$ cat src/rtl/wdt_pkg.sv
package wdt_pkg;
  localparam int DATA_W = 32;
  localparam int CODE_W = 4;
  localparam logic [3:0] OFF_CTRL  = 4'h0;
  localparam logic [3:0] OFF_RANGE = 4'h4;
  localparam logic [3:0] OFF_COUNT = 4'h8;
  localparam logic [3:0] OFF_KICK  = 4'hC;
  localparam logic [7:0] KICK_KEY  = 8'h76;

  typedef enum logic {
    RESP_RESET     = 1'b0,
    RESP_IRQ_FIRST = 1'b1
  } resp_mode_e;
endpackage

$ cat src/rtl/wdt_regs.sv
module wdt_regs
  import wdt_pkg::*;
(
  input  logic              clk_i,
  input  logic              rst_ni,
  input  logic [3:0]        addr_i,
  input  logic              wr_i,
  input  logic [DATA_W-1:0] wdata_i,
  input  logic              rd_i,
  input  logic [DATA_W-1:0] count_i,
  output logic [DATA_W-1:0] rdata_o,
  output logic              en_o,
  output resp_mode_e        mode_o,
  output logic [CODE_W-1:0] first_code_o,
  output logic [CODE_W-1:0] per_code_o,
  output logic              en_set_o,
  output logic              kick_o
);
  logic              en_q;
  resp_mode_e        mode_q;
  logic [2*CODE_W-1:0] range_q;
  logic              wr_ctrl, wr_range, wr_kick;

  assign wr_ctrl  = wr_i && (addr_i == OFF_CTRL);
  assign wr_range = wr_i && (addr_i == OFF_RANGE);
  assign wr_kick  = wr_i && (addr_i == OFF_KICK);

  always_ff @(posedge clk_i or negedge rst_ni) begin
    if (!rst_ni) begin
      en_q    <= 1'b0;
      mode_q  <= RESP_RESET;
      range_q <= '0;
    end else begin
      if (wr_ctrl) begin
        en_q   <= wdata_i[0];
        mode_q <= resp_mode_e'(wdata_i[1]);
      end
      if (wr_range) range_q <= wdata_i[2*CODE_W-1:0];
    end
  end

  assign en_o         = en_q;
  assign mode_o       = mode_q;
  assign per_code_o   = range_q[CODE_W-1:0];
  assign first_code_o = range_q[2*CODE_W-1:CODE_W];
  // enable acts only on the off->on transition
  assign en_set_o     = wr_ctrl && wdata_i[0] && !en_q;
  assign kick_o       = wr_kick && (wdata_i[7:0] == KICK_KEY) && en_q;

  always_comb begin
    rdata_o = '0;
    if (rd_i) begin
      unique case (addr_i)
        OFF_CTRL:  rdata_o = DATA_W'({mode_q, en_q});
        OFF_RANGE: rdata_o = DATA_W'(range_q);
        OFF_COUNT: rdata_o = count_i;
        default:   rdata_o = '0;
      endcase
    end
  end

  assert_bad_key_ignored_R5: assert property (@(posedge clk_i) disable iff (!rst_ni)
    (wr_kick && wdata_i[7:0] != KICK_KEY) |-> !kick_o);
  assert_kick_needs_enable_R6: assert property (@(posedge clk_i) disable iff (!rst_ni)
    !en_q |-> !kick_o);
endmodule

$ cat src/rtl/wdt_counter.sv
module wdt_counter
  import wdt_pkg::*;
#(
  parameter int BASE_EXP = 16
) (
  input  logic              clk_i,
  input  logic              rst_ni,
  input  logic              en_i,
  input  logic              en_set_i,
  input  logic              kick_i,
  input  logic [CODE_W-1:0] first_code_i,
  input  logic [CODE_W-1:0] per_code_i,
  output logic [DATA_W-1:0] cnt_o,
  output logic              expire_o
);
  localparam int MAX_EXP = BASE_EXP + (1 << CODE_W) - 1;

  logic [DATA_W-1:0] cnt_q, first_max, per_max;

  function automatic logic [DATA_W-1:0] code_max(input logic [CODE_W-1:0] code);
    return (DATA_W'(1) << (BASE_EXP + int'(code))) - DATA_W'(1);
  endfunction

  assign first_max = code_max(first_code_i);
  assign per_max   = code_max(per_code_i);
  // restart in the expiry cycle wins
  assign expire_o  = en_i && (cnt_q == '0) && !kick_i;

  always_ff @(posedge clk_i or negedge rst_ni) begin
    if (!rst_ni)                       cnt_q <= '0;
    else if (en_set_i)                 cnt_q <= first_max;
    else if (en_i) begin
      if (kick_i || cnt_q == '0)       cnt_q <= per_max;
      else                             cnt_q <= cnt_q - DATA_W'(1);
    end
  end

  assign cnt_o = cnt_q;

  initial begin
    assert_exp_fits_R3: assert (MAX_EXP < DATA_W);
  end

  assert_first_load_R3: assert property (@(posedge clk_i) disable iff (!rst_ni)
    en_set_i |=> cnt_q == $past(first_max));
  assert_reload_normal_R4: assert property (@(posedge clk_i) disable iff (!rst_ni)
    expire_o |=> cnt_q == $past(per_max));
  assert_kick_reload_R5: assert property (@(posedge clk_i) disable iff (!rst_ni)
    kick_i |=> cnt_q == $past(per_max));
  assert_hold_off_R6: assert property (@(posedge clk_i) disable iff (!rst_ni)
    (!en_i && !en_set_i) |=> $stable(cnt_q));
endmodule

$ cat src/rtl/wdt_resp.sv
module wdt_resp
  import wdt_pkg::*;
#(
  parameter int PULSE_LEN = 8
) (
  input  logic       clk_i,
  input  logic       rst_ni,
  input  logic       en_i,
  input  resp_mode_e mode_i,
  input  logic       kick_i,
  input  logic       expire_i,
  output logic       irq_o,
  output logic       rst_req_o
);
  localparam int PW = $clog2(PULSE_LEN + 1);

  logic          irq_q, fire_rst;
  logic [PW-1:0] pulse_q;

  assign fire_rst = expire_i && (mode_i == RESP_RESET || irq_q);

  always_ff @(posedge clk_i or negedge rst_ni) begin
    if (!rst_ni) begin
      irq_q   <= 1'b0;
      pulse_q <= '0;
    end else begin
      if (!en_i || kick_i)                                  irq_q <= 1'b0;
      else if (expire_i && mode_i == RESP_IRQ_FIRST)        irq_q <= 1'b1;
      if (fire_rst)            pulse_q <= PW'(PULSE_LEN);
      else if (pulse_q != '0)  pulse_q <= pulse_q - PW'(1);
    end
  end

  assign irq_o     = irq_q;
  assign rst_req_o = (pulse_q != '0);

  assert_no_expiry_off_R6: assert property (@(posedge clk_i) disable iff (!rst_ni)
    !en_i |-> !expire_i);
  assert_pulse_holds_R7: assert property (@(posedge clk_i) disable iff (!rst_ni)
    $rose(rst_req_o) |=> rst_req_o);
  assert_first_irq_R8: assert property (@(posedge clk_i) disable iff (!rst_ni)
    (expire_i && mode_i == RESP_IRQ_FIRST) |=> irq_o);
  assert_kick_clears_R9: assert property (@(posedge clk_i) disable iff (!rst_ni)
    kick_i |=> !irq_o);
endmodule

$ cat src/rtl/wdt_timer.sv
module wdt_timer
  import wdt_pkg::*;
#(
  parameter int BASE_EXP  = 16,
  parameter int PULSE_LEN = 8
) (
  input  logic        clk_i,
  input  logic        rst_ni,
  input  logic [3:0]  addr_i,
  input  logic        wr_i,
  input  logic [31:0] wdata_i,
  input  logic        rd_i,
  output logic [31:0] rdata_o,
  output logic        irq_o,
  output logic        rst_req_o
);
  logic              en, en_set, kick, expire;
  resp_mode_e        mode;
  logic [CODE_W-1:0] first_code, per_code;
  logic [DATA_W-1:0] cnt;

  wdt_regs u_regs (
    .clk_i, .rst_ni, .addr_i, .wr_i, .wdata_i, .rd_i,
    .count_i(cnt), .rdata_o, .en_o(en), .mode_o(mode),
    .first_code_o(first_code), .per_code_o(per_code),
    .en_set_o(en_set), .kick_o(kick)
  );

  wdt_counter #(.BASE_EXP(BASE_EXP)) u_counter (
    .clk_i, .rst_ni, .en_i(en), .en_set_i(en_set), .kick_i(kick),
    .first_code_i(first_code), .per_code_i(per_code),
    .cnt_o(cnt), .expire_o(expire)
  );

  wdt_resp #(.PULSE_LEN(PULSE_LEN)) u_resp (
    .clk_i, .rst_ni, .en_i(en), .mode_i(mode), .kick_i(kick),
    .expire_i(expire), .irq_o, .rst_req_o
  );
endmodule

$ cat config.mk
export PLATFORM = sky130hd
export DESIGN_NAME = wdt_timer
export DESIGN_NICKNAME = d
export VERILOG_FILES = /design/src/rtl/wdt_pkg.sv /design/src/rtl/wdt_regs.sv /design/src/rtl/wdt_counter.sv /design/src/rtl/wdt_resp.sv /design/src/rtl/wdt_timer.sv
export SDC_FILE = /design/constraint.sdc
export NUM_CORES = 1
export LEC_CHECK = 0
export BUFFER_PORTS_ARGS = -buffer_cell sky130_fd_sc_hd__buf_4
export CORE_ASPECT_RATIO = 0.8
export CORE_UTILIZATION = 55
export CTS_CLUSTER_DIAMETER = 80
export CTS_CLUSTER_SIZE = 10
export DETAILED_ROUTE_END_ITERATION = 6
export PLACE_DENSITY = 0.8
export SYNTH_ARGS = -nofsm -noshare
export SYNTH_HDL_FRONTEND = slang
export SYNTH_SLANG_ARGS = --single-unit
$ cat constraint.sdc
create_clock -name clk_i -period 2.8 [get_ports clk_i]
set_input_delay 0.14 -clock clk_i [delete_from_list [all_inputs] [get_ports clk_i]]
set_output_delay 0.14 -clock clk_i [all_outputs]
set_load 0.05 [all_outputs]
==> run_results.csv, run 1 <==
group,metric,value,unit
status,outcome,"finished, final reports clean",
clock_tree,htreeDepth,2,
setup_path,reg2regPathDepth,5,
timing,fin_ws,0.241,ns
drt,vias,3978,
clock_tree,clk_latency,0.31,ns
drt,drc,0,
synthesis,avgSynthCellArea,8.21,sq um
clock_tree,clock-sinks,47,
synthesis,yosysWarnings,0,
run,cap_violations,0,
synthesis,syn_inst,466,
placement,io_buffers,49,
power,clockPowerShare,18.9,%
synthesis,synth_cell_types,66,
synthesis,synth_ff_type,"dfrtp_1",
setup_path,cp.arrival,2.76,ns
power,p_switching,1.22,mW
synthesis,synth_top_family_by_area,"simple AND/OR/NAND/NOR gates",
timing,fin_skew,0.0129,ns
grt,grt_max_degree,48,
placement,dp_hpwl,7900,microns
power,power_density,644,nW/um^2
floorplanning,start_util,58.5,%
clock_tree,cts_root_buf,"clkbuf_8",
setup_path,path_cells,"or4_1 -> or4_1 -> nor3_1 -> xor2_1 -> o32a_1",
floorplanning,core-area,6540,sq um
final_layout,antenna_cells,0,
synthesis,synth.most_common_cell,"dfrtp_1",
power,power_switching_share,42.7,%
synthesis,synth_common_cells,"47 x dfrtp_1, 40 x nor2_1, 36 x clkbuf_1, 27 x and2_1, 23 x nand2_1",
timing,tightest_slew,0.761,ns
grt,antenna_found_initial,0,
setup_path,crit_start,"u_counter.cnt_o[11]",
power,leakage,1.76,nW
timing,fmax,391,MHz
timing,drv_slew,0,
setup_path,r2r_end,"u_counter.cnt_o[15]",
timing,hold_viol,0,
synthesis,yosysTopAreaCell,"dfrtp_1",
synthesis,synth_compound_area_share,23.5,%
timing,fin_crit,2.56,ns
setup_path,r2r_start,"u_counter.cnt_o[11]",
floorplanning,dieHeight,76.6,microns
setup_path,path_class,"register to register",
drt,first_pass_iters,5,
setup_path,cpMostUsedCell,"or4_1",
drt,drtIter0Drc,477,
power,p_int,1.63,mW
synthesis,synth_mux_area_share,3.96,%
synthesis,netlist_top_cells_area,"dfrtp_1 31%, and2_1 4.4%, nor2_1 3.9%",
placement,place_ws,0.282,ns
synthesis,synth_seq_area_share,30.7,%
drt,routed_wl,11200,microns
synthesis,synth-edff-count,0,
synthesis,synth-seq-cells,47,
synthesis,syn_area,3830,sq um
clock_tree,clkTransAtPathRegs,0.10,ns
setup_path,worstPathRequired,3.00,ns
synthesis,synthSimpleGateAreaFrac,29.3,%
timing,fin_crit_sh,91.4,%
grt,grt_overflow,0,
grt,grt_pass1_wl,18200,microns
drt,vias_per_cell,6.78,
grt,first_global_vias,3526,
placement,gp_congestion,0.910,
synthesis,async_reset_ff_share,100,%
timing,setup_viol,0,
final_layout,nets,548,
clock_tree,cts_made_buffers,5,
setup_path,crit_end,"u_counter.cnt_o[15]",
clock_tree,cts_tree,"built",
power,pwr-share-seq,38.7,%
synthesis,synth_xor_area_share,4.58,%
setup_path,slowest_delay,0.71,ns
setup_path,r2r_slack,0.24,ns
floorplanning,die_w,95.3,microns
min_path,hold_class,"primary input to register",
clock_tree,post-cts-setup-buffers,0,
power,p_total,2.85,mW
timing,relSlewSlack,48.9,%
timing,rsz0062_at_grt,"false",
floorplanning,rows,26,
power,peakVddDrop,540,uV
floorplanning,die_area,7300,sq um
drt,ant_nets,0,
synthesis,yosysTopAreaCellShare,30.7,%
timing,tns,0,ns
final_layout,syn2layout_area_growth,15.7,%
setup_path,end_kind,"register",
clock_tree,cts_buffer_depth,2,
grt,grt_use_total,31.9,%
drt,wl_per_cell,19.1,microns
final_layout,drive_gt1_share,22.1,%
setup_path,critPathMaxFanout,8,
synthesis,syn_nets,512,
setup_path,slowest_stage,"or4_1",
synthesis,synthAdderAreaFrac,1.96,%
setup_path,startpoint_type,"register",
floorplanning,ios,74,
power,combinationalPowerShare,42.4,%
[cells by family after synthesis]
logic type,Yosys count
and+or+nand+nor,193
AOI/OAI and AO/OA,129
buffers and inverters,57
DFF,47
xor gates and xnor gates,20
muxes,14
adders and majority gates,6
[through the flow]
step	instances	utilization, %	hold slack [ns]	area, sq um
after floorplan	466	-	-0.156	3830
after global placement	578	65.7	0.201	4290
after detailed placement	578	65.7	0.202	4290
after CTS	587	67.6	0.0700	4420
after global routing	587	67.7	0.0775	4430
final	587	67.7	0.0726	4430
[what timing repair did]
item | CTS | global route
setup endpoints to repair | 0 | 2
hold endpoints to repair | 47 | 0
resized for setup | 0 | 1
hold buffers | 1 | 0
[worst min path at each step]
stage	startpoint	to	slack (ns)	cells past startpoint
6_report	wdata_i[7]	u_regs.range_q[7]	0.07	2
5_1_grt	wdata_i[7]	u_regs.range_q[7]	0.08	2
4_1_cts	wdata_i[7]	u_regs.range_q[7]	0.07	2
3_5_place_dp	rst_ni	u_counter.cnt_o[20]	0.20	1
3_3_place_gp	rst_ni	u_counter.cnt_o[20]	0.20	1
2_1_floorplan	rst_ni	u_counter.cnt_o[0]	-0.16	0
[worst max-delay path: cells and delay by family (launching register included)]
family | cells | cell delay [ns]
AOI/OAI and AO/OA | 1 | 0.29
and+or+nand+nor | 3 | 1.61
DFF | 1 | 0.43
xor gates and xnor gates | 1 | 0.10
[registers in the layout, summed over array words and instances (netlist names)]
signal / flops
u_counter.cnt_o: 32
u_regs.range_q: 8
u_resp.pulse_q: 4
u_regs.en_o: 1
u_regs.mode_o: 1
u_resp.irq_o: 1
[power by group through the flow]
| stage | clock, mW | sequential, mW | combinational, mW |
|---|---|---|---|
| 3_5_place_dp | 0 | 1.11 | 1.17 |
| 4_1_cts | 0.540 | 1.09 | 1.18 |
| 5_1_grt | 0.572 | 1.13 | 1.31 |
| 3_3_place_gp | 0 | 1.09 | 1.13 |
| 2_1_floorplan | 0 | 1.01 | 0.898 |
| 6_report | 0.538 | 1.10 | 1.21 |
[layer usage]
metal	up-vias	GRT usage, %	wire length (microns)
li1	1812	-	-
met1	1878	48.6	4810
met2	268	46.9	4990
met3	20	4.69	1240
met4	0	7.88	163
met5	-	0	0
[final cells by class]
cell class / instances / area, sq um
multi-input combinational: 362 / 2440
fill: 558 / 2110
sequential: 47 / 1180
timing repair buffer: 71 / 536
tap: 84 / 105
clock buffer: 6 / 82.6
inverter: 15 / 56.3
clock inverter: 2 / 35.0
[cell usage in the layout (no fill, tap or decap), drive strengths merged, types with 3 or more instances in the layout]
master | Yosys | routed
mux2 | 9 | 9
inv | 14 | 14
nand2 | 23 | 23
nand3 | 14 | 14
a211oi | 3 | 3
a21o | 3 | 3
a31o | 5 | 5
clkbuf | 36 | 6
and2 | 27 | 27
nor3 | 21 | 21
or3 | 3 | 3
a21oi | 22 | 22
and3 | 4 | 4
ha | 6 | 6
nor4b | 4 | 4
a31oi | 10 | 10
o22ai | 4 | 4
o41ai | 3 | 3
a311o | 4 | 4
o21ai | 22 | 22
xor2 | 4 | 4
o221ai | 4 | 4
o211ai | 10 | 10
nand2b | 6 | 6
or3b | 5 | 5
nor4 | 15 | 15
a22oi | 10 | 10
nor3b | 6 | 6
or2 | 3 | 3
dfrtp | 47 | 47
or4 | 8 | 8
o21a | 5 | 5
o311ai | 3 | 3
buf | 6 | 70
o31ai | 10 | 10
nand4 | 5 | 5
xnor2 | 16 | 16
mux2i | 5 | 5
nor2 | 40 | 40
No activity file was read; power rests on OpenSTA's default activity.
==> run 2, diff against run 1 <==
- CTS_BUF_LIST: not set -> sky130_fd_sc_hd__clkbuf_4
==> run_results.csv, run 2 (same netlist as run 1, synthesis figures left out) <==
group,metric,value,unit
clock_tree,cts_buffer_depth,2,
timing,drv_slew,0,
final_layout,final_common_cell,"buf_4",
floorplanning,die_w,95.3,microns
setup_path,worstPathRequired,3.10,ns
grt,grt_use_total,31.7,%
clock_tree,clock-sinks,47,
clock_tree,postCtsHoldBufs,3,
placement,dp_hpwl,7900,microns
floorplanning,rows,26,
timing,setup_viol,0,
drt,vias_per_cell,6.70,
placement,place_area,4290,sq um
drt,drc,0,
setup_path,critPathMaxFanout,9,
timing,fin_ws,0.225,ns
grt,top_usage_layer,"met1",
floorplanning,core-area,6540,sq um
timing,hold_viol,0,
drt,ant_nets,0,
grt,antenna_found_initial,0,
final_layout,drive_gt1_share,21.5,%
clock_tree,htreeDepth,2,
timing,fmax,388,MHz
floorplanning,dieHeight,76.6,microns
timing,rsz0062_at_grt,"false",
timing,fin_crit_sh,92.0,%
power,power_density,620,nW/um^2
clock_tree,post-cts-setup-buffers,0,
clock_tree,cts_root_buf,"clkbuf_4",
power,leakage,1.76,nW
clock_tree,clk_latency,0.39,ns
final_layout,syn2layout_area_growth,15.2,%
final_layout,nets,551,
floorplanning,die_area,7300,sq um
grt,grtUsageMet2,46.0,%
final_layout,largest_register_ffs,32,
drt,first_pass_iters,5,
setup_path,startpoint_type,"register",
final_layout,final_cell_mix,"70 x buf_4, 47 x dfrtp_1, 40 x nor2_1",
setup_path,path_class,"register to register",
clock_tree,cts_resized,0,
setup_path,r2r_slack,0.23,ns
status,outcome,"finished, final reports clean",
final_layout,num-fill-cells,561,
grt,grt_max_degree,48,
clock_tree,clkTransAtPathRegs,0.15,ns
drt,routed_wl,11000,microns
placement,gp_congestion,0.910,
grt,grt_pass1_wl,18100,microns
min_path,hold_class,"primary input to register",
drt,wl_per_cell,18.7,microns
grt,use_met1,48.7,%
timing,fin_crit,2.57,ns
setup_path,cp.arrival,2.87,ns
grt,grt_util_met3,4.79,%
power,peakVddDrop,519,uV
clock_tree,cts_made_buffers,5,
timing,fin_skew,0.0194,ns
drt,vias,3954,
grt,first_global_vias,3537,
final_layout,design_area,4410,sq um
clock_tree,cts_tree,"built",
timing,tightest_slew,0.735,ns
placement,place_ws,0.282,ns
timing,whs,0.0168,ns
final_layout,antenna_cells,0,
floorplanning,ios,74,
drt,drtIter0Drc,476,
timing,relSlewSlack,50.3,%
run,cap_violations,0,
floorplanning,start_util,58.5,%
setup_path,end_kind,"register",
placement,io_buffers,49,
grt,grt_overflow,0,
timing,tns,0,ns
[run 2: cell count changes in the layout (fill, tap and decap cells not counted), sizes merged]
cell | previous run | this run
dlygate4sd3 | 1 | 4
clkbuf | 6 | 5
clkinv | 2 | 3
[run 2: routing by layer]
metal  up-vias  share of wire [%]
met3        20                 11
met4         0                1.5
met5         -                  0
li1       1815                  -
met1      1869                 44
met2       250                 43
[run 2: metrics by stage]
step / utilization, % / power, mW / std cells
finish: 67.4 / 2.74 / 590
CTS: 67.3 / 2.70 / 589
global placement: 65.7 / 2.22 / 578
global route: 67.4 / 2.90 / 590
floorplan: - / 1.91 / 466
detailed placement: 65.7 / 2.28 / 578
[run 2: path summary, 6_finish.rpt]
kind / from / to / cells after the start
min reg2reg: u_counter.cnt_o[31] / u_counter.cnt_o[31] / 1
min: wdata_i[1] / u_regs.range_q[1] / 2
max in group asynchronous: rst_ni / u_regs.mode_o / 2
max: u_counter.cnt_o[25] / u_counter.cnt_o[1] / 6
min in group asynchronous: rst_ni / u_counter.cnt_o[20] / 2
max reg2reg: u_counter.cnt_o[25] / u_counter.cnt_o[1] / 6
[run 2: cell type report]
class	count	area, sq um	area share, %
multi-input cells	362	2430	55.1
clock buffers	5	37.5	0.851
flip-flops and latches	47	1180	26.7
repair buffers	74	566	12.8
clock inverters	3	38.8	0.880
well taps	84	105	2.38
inverters	15	56.3	1.28
[run 2: report_power, final]
group / total, mW / switching [mW] / internal [mW]
clock network: 0.424 / 0.239 / 0.184
logic: 1.21 / 0.702 / 0.506
registers: 1.10 / 0.263 / 0.840
total: 2.74 / 1.20 / 1.53
[run 2: critical path: stages (launching register included)]
cell and delay, ns:
dfrtp_1 0.48, or4_1 0.65, nor4_1 0.49, a31o_2 0.35, buf_4 0.20, nor2_1 0.12, a22oi_1 0.19
